$ cat config.mk
export PLATFORM = sky130hd
export DESIGN_NAME = blk_xfer_seq
export DESIGN_NICKNAME = d
export VERILOG_FILES = /design/src/rtl/blk_xfer_seq.sv
export SDC_FILE = /design/constraint.sdc
export NUM_CORES = 1
export LEC_CHECK = 0
export ABC_AREA = 1
export BUFFER_PORTS_ARGS = -buffer_cell sky130_fd_sc_hd__buf_2
export CORE_MARGIN = 4
export CORE_UTILIZATION = 50
export CTS_BUF_LIST = sky130_fd_sc_hd__clkbuf_8 sky130_fd_sc_hd__clkbuf_16
export DETAILED_ROUTE_END_ITERATION = 8
export PLACE_DENSITY_LB_ADDON = 0.2
export SYNTH_ARGS = -nofsm -noshare
export SYNTH_HDL_FRONTEND = slang
export SYNTH_SLANG_ARGS = --single-unit
$ cat constraint.sdc
create_clock -name clk -period 4.76 [get_ports clk]
set_input_delay 0.476 -clock clk [delete_from_list [all_inputs] [get_ports clk]]
set_output_delay 0.476 -clock clk [all_outputs]
set_load 0.01 [all_outputs]
$ cat src/rtl/blk_xfer_seq.sv
module blk_xfer_seq #(
  parameter int AW = 32,
  parameter int NR = 16,
  localparam int IW = $clog2(NR),
  localparam int CW = $clog2(NR + 1)
) (
  input  logic          clk,
  input  logic          rst_n,
  input  logic          start,
  input  logic [AW-1:0] base_addr,
  input  logic [NR-1:0] reg_list,
  input  logic          is_load,
  input  logic [1:0]    addr_mode,
  input  logic          stack_en,
  input  logic [1:0]    stack_kind,
  input  logic          writeback,
  output logic          busy,
  output logic          mem_req,
  output logic          mem_we,
  output logic [AW-1:0] mem_addr,
  output logic [IW-1:0] mem_reg,
  input  logic          mem_ready,
  output logic          done,
  output logic          wb_valid,
  output logic [AW-1:0] wb_addr
);

  typedef enum logic [1:0] {S_IDLE, S_RUN, S_FIN} state_t;

  state_t        state;
  logic [NR-1:0] pending;
  logic [AW-1:0] cur_addr, new_base;
  logic          we_q, wb_q;

  logic [1:0]    eff_mode;
  logic [CW-1:0] count;
  logic [AW-1:0] span, first_addr;
  logic [IW-1:0] pick;
  logic          last;

  always_comb begin
    eff_mode = addr_mode;
    if (stack_en) begin
      case ({is_load, stack_kind})
        3'b000: eff_mode = 2'd1;
        3'b001: eff_mode = 2'd3;
        3'b010: eff_mode = 2'd0;
        3'b011: eff_mode = 2'd2;
        3'b100: eff_mode = 2'd2;
        3'b101: eff_mode = 2'd0;
        3'b110: eff_mode = 2'd3;
        default: eff_mode = 2'd1;
      endcase
    end
  end

  always_comb begin
    count = '0;
    for (int i = 0; i < NR; i++) count = count + CW'(reg_list[i]);
  end

  assign span = AW'(count) << 2;

  always_comb begin
    case (eff_mode)
      2'd0: first_addr = base_addr;
      2'd1: first_addr = base_addr + AW'(4);
      2'd2: first_addr = base_addr - span + AW'(4);
      default: first_addr = base_addr - span;
    endcase
  end

  always_comb begin
    pick = '0;
    for (int i = NR - 1; i >= 0; i--) if (pending[i]) pick = IW'(i);
  end

  assign last = (pending & (pending - NR'(1))) == '0;

  always_ff @(posedge clk or negedge rst_n) begin
    if (!rst_n) begin
      state    <= S_IDLE;
      pending  <= '0;
      cur_addr <= '0;
      new_base <= '0;
      we_q     <= 1'b0;
      wb_q     <= 1'b0;
    end else begin
      case (state)
        S_IDLE: if (start) begin
          pending  <= reg_list;
          cur_addr <= first_addr;
          new_base <= eff_mode[1] ? base_addr - span : base_addr + span;
          we_q     <= !is_load;
          wb_q     <= writeback;
          state    <= (reg_list == '0) ? S_FIN : S_RUN;
        end
        S_RUN: if (mem_ready) begin
          pending[pick] <= 1'b0;
          cur_addr      <= cur_addr + AW'(4);
          if (last) state <= S_FIN;
        end
        default: state <= S_IDLE;
      endcase
    end
  end

  assign busy     = state != S_IDLE;
  assign mem_req  = state == S_RUN;
  assign mem_we   = we_q;
  assign mem_addr = cur_addr;
  assign mem_reg  = pick;
  assign done     = state == S_FIN;
  assign wb_valid = done && wb_q;
  assign wb_addr  = new_base;

  assert_addr_step_R5: assert property (@(posedge clk) disable iff (!rst_n)
    (mem_req && mem_ready) |=> (!mem_req || mem_addr == $past(mem_addr) + AW'(4)));

  assert_reg_ascend_R5: assert property (@(posedge clk) disable iff (!rst_n)
    (mem_req && mem_ready) |=> (!mem_req || mem_reg > $past(mem_reg)));

  assert_hold_on_stall_R10: assert property (@(posedge clk) disable iff (!rst_n)
    (mem_req && !mem_ready) |=> (mem_req && $stable(mem_addr) && $stable(mem_reg)));

  assert_done_pulse_R12: assert property (@(posedge clk) disable iff (!rst_n)
    done |=> (!done && !busy));

  assert_wb_with_done_R6: assert property (@(posedge clk) disable iff (!rst_n)
    wb_valid |-> done);

  assert_busy_start_ignored_R11: assert property (@(posedge clk) disable iff (!rst_n)
    (mem_req && start) |=> $stable(mem_we));

endmodule

After elaboration in Yosys (flattened, before gate mapping)
Cells that the tools add are included.
W data, S select, Z words.
{ "totals": {"output_inout_bits": 73, "register_bits": 84, "inputBits": 59} }
{ "classes": {"n_lt_le_gt_ge": 2, "mux": 33, "bitwise": 3, "n_eq_ne": 13, "reduce_logical": 15, "add_sub_neg": 21} }
{ "ops": {"columns": ["operator", "count"], "rows": [
  ["$add A32 B3 Y32 const B", 3],
  ["$mux W32", 3],
  ["$pmux W32 S3", 1],
  ["$mux W4", 16],
  ["$pmux W32 S2", 1],
  ["$add A5 B1 Y5", 11],
  ["$add A32 B7 Y32", 1],
  ["$and A16 B16 Y16", 2],
  ["$logic_not A16 Y1", 2],
  ["$mux W16", 2],
  ["$pmux W16 S2", 1],
  ["$sub A32 B7 Y32", 1],
  ["$not A16 Y16", 1],
  ["$sub A16 B1 Y16 const B", 1],
  ["$mux W2", 5],
  ["$eq A3 B3 Y1 const B", 3],
  ["$eq A3 B2 Y1 const B", 2],
  ["$pmux W2 S3", 1],
  ["$reduce_and A3 Y1", 2],
  ["$reduce_or A2 Y1", 3],
  ["$add A4 B1 Y5", 1],
  ["$lt A4 B5 Y1 const B", 1],
  ["$add A3 B1 Y4", 1],
  ["$demux W1 S4", 1],
  ["15 further kinds", 21]
]} }

Longest topological paths before layout
{ "depth": {"ltp_word": 24, "mapped_depth": 34, "depth_no_buf": 34} }

Worst setup path before layout
No wires, ideal clock.
{ "synth_path": {"path_type": "input port to flip-flop", "startpoint": "in reg_list[0]", "endpoint": "reg cur_addr[26] (netlist: mem_addr[26])", "path_stages": 25, "t_arrival_ns": 5.342, "slack_ns": -0.655, "path_cell_list": "inv_1 -> fa_1 -> fa_1 -> fa_1 -> fa_1 -> inv_1 -> ha_1 -> fa_1 -> fa_1 -> o21ai_1 -> ha_1 -> inv_1 -> nor2_1 -> nand3_1 -> nor2_2 -> nand3_2 -> nor2_4 -> nand3_4 -> nor2_8 -> nand2_1 -> nand2_1 -> nand3_1 -> nand2_1 -> nand2_1 -> a21oi_2"} }
{ "synth_between": {"elab_chain_len": 20} }
{ "synth_rtl": {"columns": ["element", "line_no", "rtl"], "rows": [
  ["start: declaration", "11", "input logic [NR-1:0] reg_list,"],
  ["$add A1 B1 Y2 *", "59", "for (int i = 0; i < NR; i++) count = count + CW'(reg_list[i]);"],
  ["$add A2 B1 Y3 *", "59", null],
  ["$add A3 B1 Y4 *", "59", null],
  ["$add A4 B1 Y5 *", "59", null],
  ["$add A5 B1 Y5 * (11 in a row)", "59", null],
  ["$sub A32 B7 Y32 *", "68, 69", null],
  ["$add A32 B3 Y32", "68", "2'd2: first_addr = base_addr - span + AW'(4);"],
  ["$pmux W32 S3 *", "65", "case (eff_mode)"],
  ["$mux W32 *", "90", "S_IDLE: if (start) begin"],
  ["$pmux W32 S2 *", "89", "case (state)"],
  ["end signal: assignment", "92", "cur_addr <= first_addr;"],
  ["end signal: assignment", "100", "cur_addr <= cur_addr + AW'(4);"],
  ["end: declaration", "32", "logic [AW-1:0] cur_addr, new_base;"]
]} }
Every way passes the cells marked *; elsewhere a longest branch is shown, timed or not. The select of a mux whose other input is x is not followed.
A chain may end at the register's enable or synchronous reset.

Worst setup path in the final report
{ "layout_path": {"startpoint": "in reg_list[3]", "endpoint": "reg cur_addr[31] (netlist: mem_addr[31])"} }
{ "layout_between": {"elab_chain_len": 18} }
{ "layout_rtl": {"columns": ["element", "line_no"], "rows": [
  ["$add A3 B1 Y4 *", "59"],
  ["$add A4 B1 Y5 *", "59"],
  ["$add A5 B1 Y5 * (11 in a row)", "59"],
  ["$sub A32 B7 Y32 *", "68, 69"],
  ["$add A32 B3 Y32", "68"],
  ["$pmux W32 S3 *", "65"],
  ["$mux W32 *", "90"],
  ["$pmux W32 S2 *", "89"]
]} }
Marks and branches as above.

==> metrics.yaml <==
status: "complete, but fails checks"
violations: "setup timing"
finalInstanceArea_um2: 12800
p_per_area_nw_per_um2: 450
critPathMaxStageDelay_ns: 0.57
ys_seq_area_share_pct: 23.1
clockBufferDepth: 2
avgSynthCellArea_um2: 6.05
area_growth_pct: 40.3
num_vias: 11522
antenna_found_initial: 0
grt-ovfl-total: 0
dpl_cell_area_um2: 10900
start_kind: "input pin"
cpMaxStageDelayCell: "fa_1"
root_buffer: "clkbuf_16"
hold_violations: 0
synth_nets: 1599
die_h_um: 143
synth_area_um2: 9110
grtUsageTotal_pct: 33.5
slew_violations: 0
clkLatencyLatePin_ns: 0.37
synth-seq-cells: 84
netlist_instances: 1506
dp_slack_ns: -1.14
postRouteAntennaNets: 0
io_buffers: 131
grt_pass1_vias: 11042
vdd_drop_max_mv: 0.751
cp_common_cell: "nand2_1"
tritoncts: "done"
worst_slack_ns: -0.613
final_cell_mix: "nand2_1 (341), buf_4 (163), inv_1 (157), nor2_1 (152), buf_2 (121)"
async_flop_share_pct: 100
power_mw: 5.76
synth_edf_count: 0
critPathKind: "in -> reg"
fin_skew_ns: 0.00671
io_pins: 132
dieArea_um2: 20400
max_cap_viol_count: 0
synth_warnings: 0
required_ns: 5.06
initial_utilization_pct: 50.7
endpoint_kind: "register"
period_share_pct: 113
grt_max_degree: 52
tns_ns: -17.79
cp.buffers_inverters: 5
slew_headroom_pct: 11.2
hp-class: "in -> async"
viasPerCell: 5.73
fin_hold_ws_ns: 0.0669
h-tree-depth: 3
first_pass_iters: 6
tightest_slew_ns: 1.32
dp_hpwl_mm: 25.0
grt_pass1_wl_mm: 54.7
clock-sinks: 84
drc: 0
finalCriticalPeriod_ns: 5.37
core_area_um2: 18000
yosysUniqueCellTypes: 48
critPathMaxFanout: 3
dp.cells: 1939
fillers: 1520
clkTransAtPathRegs_ns: 0.07
drive_gt1_share_pct: 33.4
crit_family: "adder cells"
cts_inserted_buffers: 9
leakagePower_nw: 6.26
synth_ff_type: "dfrtp_1"
rows: 49
fin_cells: 2011
place.gp.congestion: 0.993
die_w_um: 143
reg2reg_slack_ns: 1.98
worstPathArrival_ns: 5.67
drtIter0Drc: 931
nNetsFinal: 1869
final_common_cell: "nand2_1"
finalSetupViolCount: 46
rsz0062_at_grt: "yes"
fmax_mhz: 186
wirelength_mm: 35.5
utilization_pct: 71.1
post_drt_wl_per_cell_um: 17.6
worst reg2reg max path: stages, from the launching register on:
cell,delay (ns)
dfrtp_1,0.46
nor2_1,0.17
inv_1,0.07
nor2_2,0.10
buf_4,0.36
clkinv_1,0.88
a21oi_1,0.46
o21ai_1,0.14
nand2_1,0.08
state kept, by name, summed over array words and instances (netlist names):
register	cells
mem_addr	32
wb_addr	32
pending	16
state	2
mem_we	1
wb_q	1
logic make-up (layout without fill, tap and decap cells):
logic type / count (synthesis) / count (layout) / synth area share [%]
buffers and inverters: 249 / 523 / 10.7
adder cells (fa/ha/maj): 34 / 34 / 5.66
flip-flops: 84 / 84 / 23.1
XOR/XNOR: 29 / 29 / 2.79
AND/OR/NAND/NOR: 829 / 830 / 40.3
other: 0 / 1 / 0
AO/OA/AOI/OAI: 281 / 281 / 17.4
final cells by class:
class	count	area, um^2	area share [%]
antenna	1	2.50	0.0196
timing repair buffer	323	2290	17.9
tap	229	287	2.24
multi-input combinational	1174	7020	54.9
sequential	84	2100	16.4
clock buffer	9	225	1.76
inverter	184	723	5.66
clock inverter	7	128	0.999
routing by layer:
metal	global-route usage, %	wire [um]	vias to the layer above	share of wire (%)
met1	41.7	13900	5348	39
met3	4.05	2610	130	7.3
met4	15.1	1750	0	4.9
met2	57.9	17200	562	49
li1	-	-	5482	-
met5	0	0	-	0
final timing paths:
check,cells past startpoint,start,endpoint
worst min-delay path,1,rst_n,mem_we
worst max register to register,8,state[1],wb_addr[21]
worst max-delay path,30,reg_list[3],mem_addr[31]
worst min register to register,2,mem_addr[1],mem_addr[1]
max in group asynchronous,2,rst_n,mem_addr[28]
min in group clk,3,writeback,wb_q
synthesized netlist by cell type (all sizes together), types with 15 or more instances:
library cell	n	share of area, %
a22oi	15	1.2
nor2	210	10
a21oi	115	6.5
a31oi	27	1.9
nand4	32	2.2
nand3	125	7.5
nand2	419	18
inv	182	7.5
nor3	24	1.4
ha	22	3.0
buf	23	1.4
xor2	26	2.5
dfrtp	84	23
clkbuf	42	1.7
o21ai	93	5.1
power by group:
group | switching (mW) | internal, mW | leakage, nW
Combinational | 2.19 | 1.63 | 5.14
Clock | 0.344 | 0.523 | 0.173
Sequential | 0.200 | 0.874 | 0.950
timing repair:
item | 4_1_cts | 5_1_grt
setup endpoints to repair | 49 | 55
setup buffers | 36 | 25
hold buffers | 0 | 0
cloned | 1 | 0
pin swaps | 102 | 110
gates resized for setup | 169 | 128
No activity file was read; power rests on OpenSTA's default activity.
